==> src/rtl/rne_pkg.sv <==
package rne_pkg;

    localparam int SIG_W  = 48;
    localparam int MANT_W = 23;
    localparam int EFLD_W = 8;
    localparam int SEXP_W = 12;

    // position of the low-order rounding region relative to the significand
    localparam int RND_W  = SIG_W - MANT_W - 1;
    localparam int RES_W  = 1 + EFLD_W + MANT_W;

    // where the low rounding bits sit relative to one half ulp
    typedef enum logic [1:0] {
        ZONE_BELOW = 2'd0,
        ZONE_TIE   = 2'd1,
        ZONE_ABOVE = 2'd2
    } rnd_zone_e;

    // rounding decision carried between stages
    typedef enum logic {
        ACT_KEEP = 1'b0,
        ACT_BUMP = 1'b1
    } rnd_act_e;

endpackage

==> src/rtl/rne_round_decide.sv <==
module rne_round_decide
    import rne_pkg::*;
#(
    parameter int SIG_W = rne_pkg::SIG_W,
    parameter int RND_W = rne_pkg::RND_W
) (
    input  logic [SIG_W-1:0] sig_i,
    output rnd_zone_e        zone_o,
    output rnd_act_e         act_o
);
    localparam logic [RND_W-1:0] HALF_ULP = RND_W'(1) << (RND_W - 1);

    logic [RND_W-1:0] low_bits;
    logic             keep_lsb;

    assign low_bits = sig_i[RND_W-1:0];
    assign keep_lsb = sig_i[RND_W];

    always_comb begin
        if (low_bits == HALF_ULP) begin
            zone_o = ZONE_TIE;
        end else if (low_bits > HALF_ULP) begin
            zone_o = ZONE_ABOVE;
        end else begin
            zone_o = ZONE_BELOW;
        end
    end

    always_comb begin
        unique case (zone_o)
            ZONE_TIE:   act_o = keep_lsb ? ACT_BUMP : ACT_KEEP;
            ZONE_ABOVE: act_o = ACT_BUMP;
            default:    act_o = ACT_KEEP;
        endcase
    end

endmodule

==> src/rtl/rne_round_apply.sv <==
module rne_round_apply
    import rne_pkg::*;
#(
    parameter int SIG_W  = rne_pkg::SIG_W,
    parameter int RND_W  = rne_pkg::RND_W,
    parameter int SEXP_W = rne_pkg::SEXP_W,
    parameter int EFLD_W = rne_pkg::EFLD_W
) (
    input  logic [SIG_W-1:0]  sig_i,
    input  logic [SEXP_W-1:0] sexp_i,
    input  logic [EFLD_W-1:0] efld_i,
    input  rnd_act_e          act_i,
    output logic [SIG_W-1:0]  sig_o,
    output logic [SEXP_W-1:0] sexp_o,
    output logic [EFLD_W-1:0] efld_o,
    output logic              carry_o
);
    localparam logic [SIG_W-1:0] HALF_ULP = SIG_W'(1) << (RND_W - 1);
    localparam logic [SIG_W-1:0] TOP_BIT  = SIG_W'(1) << (SIG_W - 1);

    logic [SIG_W-1:0] bumped;
    logic             wrapped;

    assign bumped  = sig_i + HALF_ULP;
    assign wrapped = (bumped < sig_i);
    assign carry_o = (act_i == ACT_BUMP) && wrapped;

    always_comb begin
        sig_o  = sig_i;
        sexp_o = sexp_i;
        efld_o = efld_i;
        if (act_i == ACT_BUMP) begin
            if (wrapped) begin
                sig_o  = (bumped >> 1) | TOP_BIT;
                sexp_o = sexp_i + SEXP_W'(1);
                efld_o = efld_i + EFLD_W'(1);
            end else begin
                sig_o = bumped;
            end
        end
    end

endmodule

==> src/rtl/rne_pack.sv <==
module rne_pack
    import rne_pkg::*;
#(
    parameter int SIG_W  = rne_pkg::SIG_W,
    parameter int RND_W  = rne_pkg::RND_W,
    parameter int SEXP_W = rne_pkg::SEXP_W,
    parameter int EFLD_W = rne_pkg::EFLD_W
) (
    input  logic                  sign_i,
    input  logic [SIG_W-1:0]      sig_i,
    input  logic [SEXP_W-1:0]     sexp_i,
    input  logic [EFLD_W-1:0]     efld_i,
    output logic [SIG_W-RND_W+EFLD_W-1:0] result_o,
    output logic                  inf_o
);
    localparam int MW = SIG_W - RND_W - 1;
    localparam logic [SEXP_W-1:0] SIGN_FLIP = SEXP_W'(1) << (SEXP_W - 1);
    localparam logic [SEXP_W-1:0] EXP_LIMIT = SEXP_W'(1) << (EFLD_W - 1);

    logic              below_limit;
    logic [EFLD_W-1:0] field_out;
    logic [MW-1:0]     mant_out;

    // signed compare done as unsigned after flipping the sign bits
    assign below_limit = (sexp_i ^ SIGN_FLIP) < (EXP_LIMIT ^ SIGN_FLIP);
    assign inf_o       = !below_limit;

    always_comb begin
        if (inf_o) begin
            field_out = '1;
            mant_out  = '0;
        end else begin
            mant_out = sig_i[SIG_W-2:RND_W];
            if ((efld_i == '0) && sig_i[SIG_W-1]) begin
                field_out = EFLD_W'(1);
            end else begin
                field_out = efld_i;
            end
        end
    end

    assign result_o = {sign_i, field_out, mant_out};

endmodule

==> src/rtl/rne_pack_unit.sv <==
module rne_pack_unit
    import rne_pkg::*;
#(
    parameter int SIG_W  = rne_pkg::SIG_W,
    parameter int MANT_W = rne_pkg::MANT_W,
    parameter int EFLD_W = rne_pkg::EFLD_W,
    parameter int SEXP_W = rne_pkg::SEXP_W
) (
    input  logic                       sign_i,
    input  logic [SIG_W-1:0]           sig_i,
    input  logic [SEXP_W-1:0]          sexp_i,
    input  logic [EFLD_W-1:0]          efld_i,
    output logic [MANT_W+EFLD_W:0]     result_o
);
    localparam int RW = SIG_W - MANT_W - 1;

    rnd_zone_e         zone;
    rnd_act_e          act;
    logic [SIG_W-1:0]  sig_r;
    logic [SEXP_W-1:0] sexp_r;
    logic [EFLD_W-1:0] efld_r;
    logic              carry;
    logic              is_inf;

    rne_round_decide #(
        .SIG_W (SIG_W),
        .RND_W (RW)
    ) u_decide (
        .sig_i  (sig_i),
        .zone_o (zone),
        .act_o  (act)
    );

    rne_round_apply #(
        .SIG_W  (SIG_W),
        .RND_W  (RW),
        .SEXP_W (SEXP_W),
        .EFLD_W (EFLD_W)
    ) u_apply (
        .sig_i   (sig_i),
        .sexp_i  (sexp_i),
        .efld_i  (efld_i),
        .act_i   (act),
        .sig_o   (sig_r),
        .sexp_o  (sexp_r),
        .efld_o  (efld_r),
        .carry_o (carry)
    );

    rne_pack #(
        .SIG_W  (SIG_W),
        .RND_W  (RW),
        .SEXP_W (SEXP_W),
        .EFLD_W (EFLD_W)
    ) u_pack (
        .sign_i   (sign_i),
        .sig_i    (sig_r),
        .sexp_i   (sexp_r),
        .efld_i   (efld_r),
        .result_o (result_o),
        .inf_o    (is_inf)
    );

    always_comb begin
        if (zone == ZONE_TIE && !sig_i[RW] && !is_inf) begin
            AST_EVEN_TIE_KEEPS: assert (result_o[MANT_W-1:0] == sig_i[SIG_W-2:RW]);
        end
        if (zone == ZONE_TIE && sig_i[RW]) begin
            AST_ODD_TIE_BUMPS: assert (act == ACT_BUMP);
        end
        if (carry) begin
            AST_CARRY_RENORM: assert (sig_r[SIG_W-1:RW] == ({{(SIG_W-RW-1){1'b0}}, 1'b1} << (SIG_W-RW-1)) && sexp_r == sexp_i + SEXP_W'(1));
        end
        if (is_inf) begin
            AST_INF_ENCODING: assert (result_o[MANT_W+EFLD_W-1:MANT_W] == '1 && result_o[MANT_W-1:0] == '0 && result_o[MANT_W+EFLD_W] == sign_i);
        end
        if (!is_inf && efld_r != '0) begin
            AST_FIELD_PASSES: assert (result_o[MANT_W+EFLD_W-1:MANT_W] == efld_r);
        end
    end

endmodule

==> config.mk <==
export PLATFORM = sky130hd
export DESIGN_NAME = rne_pack_unit
export DESIGN_NICKNAME = d
export VERILOG_FILES = /design/src/rtl/rne_pkg.sv /design/src/rtl/rne_round_decide.sv /design/src/rtl/rne_round_apply.sv /design/src/rtl/rne_pack.sv /design/src/rtl/rne_pack_unit.sv
export SDC_FILE = /design/constraint.sdc
export NUM_CORES = 1
export LEC_CHECK = 0
export BUFFER_PORTS_ARGS = -buffer_cell sky130_fd_sc_hd__buf_2
export CORE_MARGIN = 8
export CORE_UTILIZATION = 50
export DETAILED_ROUTE_END_ITERATION = 10
export MAX_ROUTING_LAYER = met4
export PLACE_DENSITY = 0.85
export SLEW_MARGIN = 20
export SYNTH_ARGS = -nofsm -noshare
export SYNTH_HDL_FRONTEND = slang
export SYNTH_SLANG_ARGS = --single-unit
==> constraint.sdc <==
create_clock -name vclk -period 6.5
set_input_delay 0.975 -clock vclk [all_inputs]
set_output_delay 0.975 -clock vclk [all_outputs]
set_load 0.01 [all_outputs]
==> run metrics, run 1 <==
delay-heaviest family, CP simple AND/OR/NAND/NOR gates; crit path DAT 5.29 ns; largest net degree at the start of global routing 35; Setup TNS 0 ns; core area 4029 sq um; vias in the first global route 2577; M2 GR Usage 38.41%; crit path buf inv count 2; switching power 0.08156 mW; GR Util met3 1.104%; clock period minus worst slack 6.264 ns; Leak 1.288 nW; RSZ-0062 raised after global routing no; initial DRC count 106; residual DRC count 0; Clock Power Share 0%; Crit path required time 5.52 ns; Max Cap Viol 0; Placer Congestion 0.9624; post-synthesis sequential area ratio 0%; clk_buf instances 0; critical path type input pin to output pin; Peak supply drop 0.03342 mV; Cells after DPL 453; final worst-path cycle share 96.38%; vias 2695; Most common cell on crit path and3_1; Max Fclk 159.6 MHz; GRT Util Overall 20.21%; Die Span X 81.09 um; ranking of synthesized cells by area mux2i_1 13%, nand2_1 11%, a21oi_2 8.3%; Layout area overhead 25.34%; Cell Int Power 0.05883 mW; Max-slew headroom 63.85%; Initial Utilization 52.58%; Worst-Margin Slew 0.5376 ns; Via density 5.936; initial antenna violation count 0; Crit path largest cell delay 0.60 ns; post-synth top area cell mux2i_1; row cnt 23; Max Slew Vio Count 0; GR Overflow Total 0; Setup Buffers After CTS 0; CP max stage cell or4_4; Worst setup SP type input pin; Worst setup EP type output pin; Routed Antenna Nets 0; layout cells sized above 1 34.90%; Die H 81.09 um; # diodes 0; first-pass GRT wire length 11190 um; CP Cell Sequence buf_2 -> nand3_1 -> nor3_2 -> nand2_1 -> nor3_1 -> and3_1 -> and3_1 -> and3_1 -> and3_1 -> ha_1 -> xor2_1 -> nand4_1 -> o21ba_2 -> and3_1 -> o21ai_1 -> nand4_4 -> or4_4 -> mux2_4 -> a221oi_2 -> buf_2; Synthesized Nets 397; final hold viol count 0; hold_buf cts 0; Routed Wire Length 7117 um; Sw Share 58.09%; wire per inst 15.68 um; Die ar. 6576 sq um; status finished, final reports clean; Reg power frac 0%; Final nets 489; YS warnings 0; Layout Cells excl Fill 454; pwr dens 52.88 nW/um^2; met1 usage in global routing 23.26%; Hold Path Class input pin to output pin; Finish-stage setup viols 0; Seq cells 0; crit path max fanout 12; sequential cell area 0 sq um; post-DP HPWL 5417 um; gr busiest metal met2; Syn Inst Count 314; input/output buffers 99; post-synthesis cell area 2118 sq um; Yosys top cell area share 12.76%; Avg Inst Size Synth 6.746 sq um; Pre-Repair DR Iteration Count 4; Gate power share 100.0%; count of different cell masters after synthesis 54; I/O pin count 101; post-layout util 65.90%
==> area by class of cell <==
| class | instances | area (sq um) |
|---|---|---|
| fill | 385 | 1374 |
| inverter | 17 | 63.81 |
| multi-input combinational | 283 | 1996 |
| tap | 50 | 62.56 |
| timing repair buffer | 104 | 533.0 |
==> synth_stat cells (all sizes together) (3+ instances only) <==
cell and n:
nor2 16, nand2b 3, inv 17, a21oi 25, or4 3, and4 3
nor3 8, mux2i 28, ha 14, nor4 11, o21ai 10, nand2 62
xor2 12, xnor2 17, and3 12, nand3 12, or3 3, clkbuf 4
nand4 13, buf 11, and2 4
==> power by group through the flow <==
stage / registers [mW] / clock network (mW) / logic (mW)
global placement: 0 / 0 / 0.134
global route: 0 / 0 / 0.155
CTS: 0 / 0 / 0.138
detailed placement: 0 / 0 / 0.138
finish: 0 / 0 / 0.140
floorplan: 0 / 0 / 0.0813
==> metrics by stage <==
step           setup slack [ns]  hold WS [ns]  power (mW)  instance area, sq um
6_report                 0.2356         1.950      0.1404                  2655
3_5_place_dp             0.1571         1.950      0.1378                  2638
4_1_cts                  0.1609         1.950      0.1383                  2638
3_3_place_gp             0.2856         1.950      0.1341                  2638
2_1_floorplan            0.6596         2.042     0.08133                  2118
5_1_grt                 0.01770         1.950      0.1547                  2655
==> what timing repair did <==
item | in CTS | in global routing
hold endpoints to repair | 0 | 0
resized for setup | 0 | 2
setup endpoints to repair | 0 | 27
==> kinds of logic after synthesis <==
family	Yosys count	share of synthesized area (%)
mux	29	14.12
fa+ha+maj	14	8.269
simple gates	151	36.98
buf+inv	32	6.792
xor+xnor	29	11.99
compound gates	59	21.86
==> path summary, 6_finish.rpt <==
kind | from | end | slack (ns) | cells after the start
setup / recovery | sig_i[25] | result_o[4] | 0.24 | 20
hold / removal | sign_i | result_o[31] | 1.95 | 0
==> cells in the final DEF, fill, tap and decap left out, types with 2 or more instances in the layout <==
cell,Yosys,layout
nand2_1,62,62
a21boi_0,2,2
and2_1,4,4
a21oi_1,5,5
a21oi_2,20,20
nand2b_1,3,3
nand4_2,2,2
buf_4,1,5
nand4_1,10,10
a41oi_1,2,2
mux2i_1,27,27
or4_4,2,2
nor3_1,8,7
buf_2,4,99
nand3_1,12,12
or3_1,2,2
ha_1,14,14
and4_1,3,2
xor2_1,12,12
o21ai_1,4,3
xnor2_1,17,17
o21ai_0,6,6
nor4_1,10,10
and3_1,12,12
nor2_1,16,16
inv_1,17,17
a311o_1,2,2
o211ai_1,2,2
==> layer usage <==
layer,share of wire [%],up-vias
met4,1.3,0
met2,52,82
li1,-,1337
met5,0,-
met3,5.3,11
met1,42,1265
(Power assumes the default switching activity.)
==> run 2: changes to the inputs <==
--- a/config.mk
+++ b/config.mk
@@ -7,11 +7,12 @@
 export LEC_CHECK = 0
 export BUFFER_PORTS_ARGS = -buffer_cell sky130_fd_sc_hd__buf_2
 export CORE_MARGIN = 8
-export CORE_UTILIZATION = 50
+export CORE_UTILIZATION = 54
 export DETAILED_ROUTE_END_ITERATION = 10
 export MAX_ROUTING_LAYER = met4
-export PLACE_DENSITY = 0.85
+export PLACE_DENSITY = 0.86
 export SLEW_MARGIN = 20
 export SYNTH_ARGS = -nofsm -noshare
 export SYNTH_HDL_FRONTEND = slang
+export SYNTH_HIERARCHICAL = 1
 export SYNTH_SLANG_ARGS = --single-unit
==> run 2 against run 1 <==
  * Non-clock buffer count up 4
  * First-iteration DRC count up 83%
  * Critical path depth down 1
  * Fmax up 1.4%
  * Cell count up 4.8%
  * Combinational power up 9%
  * Die area up 5.1%
  * Utilization up 1.2 points
  * Synthesized area up 15%
  * Largest cell class unchanged
==> run metrics, run 2 <==
wire per inst 16.33 um; CP max stage cell or4_4; GR Util met3 2.637%; Max Slew Vio Count 0; Worst-Margin Slew 0.7663 ns; GR Overflow Total 0; row cnt 24; YS warnings 6; most frequent cells in the layout 99 x buf_2, 29 x inv_1, 24 x nand2_1; gr busiest metal met2; post-layout util 67.13%; sequential cell area 0 sq um; crit path max fanout 17; Placer Congestion 0.9684; most common cell after layout, fill and taps aside buf_2; Leak 1.395 nW; clk_buf instances 0; Layout area overhead 20.10%; Worst setup EP type output pin; critical path type input pin to output pin; Setup Buffers After CTS 0; Die Span X 83.13 um; Setup TNS 0 ns; GRT Util Overall 21.53%; Crit path largest cell delay 0.52 ns; core area 4354 sq um; first-pass GRT wire length 13240 um; initial DRC count 194; Initial Utilization 55.89%; RSZ-0062 raised after global routing no; Layout Cells excl Fill 476; Worst setup SP type input pin; Max Cap Viol 0; M2 GR Usage 36.14%; crit path DAT 5.20 ns; input/output buffers 99; Synthesized Nets 426; Max Fclk 161.9 MHz; initial antenna violation count 0; vias 2996; Syn Inst Count 342; crit path buf inv count 4; post-synthesis cell area 2434 sq um; post-DP HPWL 6215 um; Die H 83.13 um; # diodes 0; I/O pin count 101; Via density 6.294; pwr dens 52.05 nW/um^2; CP Cell Sequence buf_2 -> and3_1 -> nand3_1 -> nor3_2 -> and4_1 -> and4_1 -> ha_1 -> xor2_1 -> a211oi_2 -> a2bb2oi_2 -> a211oi_2 -> buf_4 -> or2_1 -> or4_4 -> xnor2_2 -> nor4_4 -> buf_4 -> o221ai_1 -> buf_2; Final nets 510; met1 usage in global routing 27.23%; Finish-stage setup viols 0; Peak supply drop 0.03534 mV; final hold viol count 0; vias in the first global route 2944; layout cells sized above 1 33.02%; delay-heaviest family, CP simple AND/OR/NAND/NOR gates; Hold Path Class input pin to output pin; fillers 374; status finished, final reports clean; final worst-path cycle share 95.03%; clock period minus worst slack 6.177 ns; residual DRC count 0; Seq cells 0; Die ar. 6911 sq um; Max-slew headroom 48.45%; Routed Wire Length 7774 um; PnR Total Power 0.1521 mW; Routed Antenna Nets 0; post-CTS sizing 0; Pre-Repair DR Iteration Count 5; Crit path required time 5.52 ns; largest net degree at the start of global routing 47; Cells after DPL 476; Avg Inst Size Synth 7.116 sq um; hold_buf cts 0
-- run 2: final cells by class --
type	instances	area [sq um]	share of cell area, %
Tap cell	52	65.06	2.226
Inverter	29	108.9	3.724
Timing Repair Buffer	108	563.0	19.26
Multi-Input combinational cell	287	2186	74.79
-- run 2: power by group --
group          internal, mW  switching (mW)
clock                     0               0
combinational        0.0668          0.0853
sequential                0               0
-- run 2: metrics by stage --
step / setup WS (ns) / hold slack (ns) / instance area (sq um)
CTS: 0.2843 / 1.950 / 2918
detailed placement: 0.2786 / 1.950 / 2918
floorplan: 0.6819 / 2.042 / 2434
finish: 0.3228 / 1.950 / 2923
global placement: 0.4249 / 1.950 / 2918
global route: 0.05276 / 1.950 / 2923
-- run 2: routing by layer --
layer / part of all wire [%] / routed length, um
met2: 47 / 3654
met5: 0 / 0
met4: 1.4 / 108
met3: 7.8 / 604
met1: 44 / 3407
-- run 2: path summary, 6_finish.rpt --
path,from,endpoint,slack (ns),depth (start not counted)
worst max-delay path,sig_i[25],result_o[23],0.32,19
worst min-delay path,sign_i,result_o[31],1.95,0
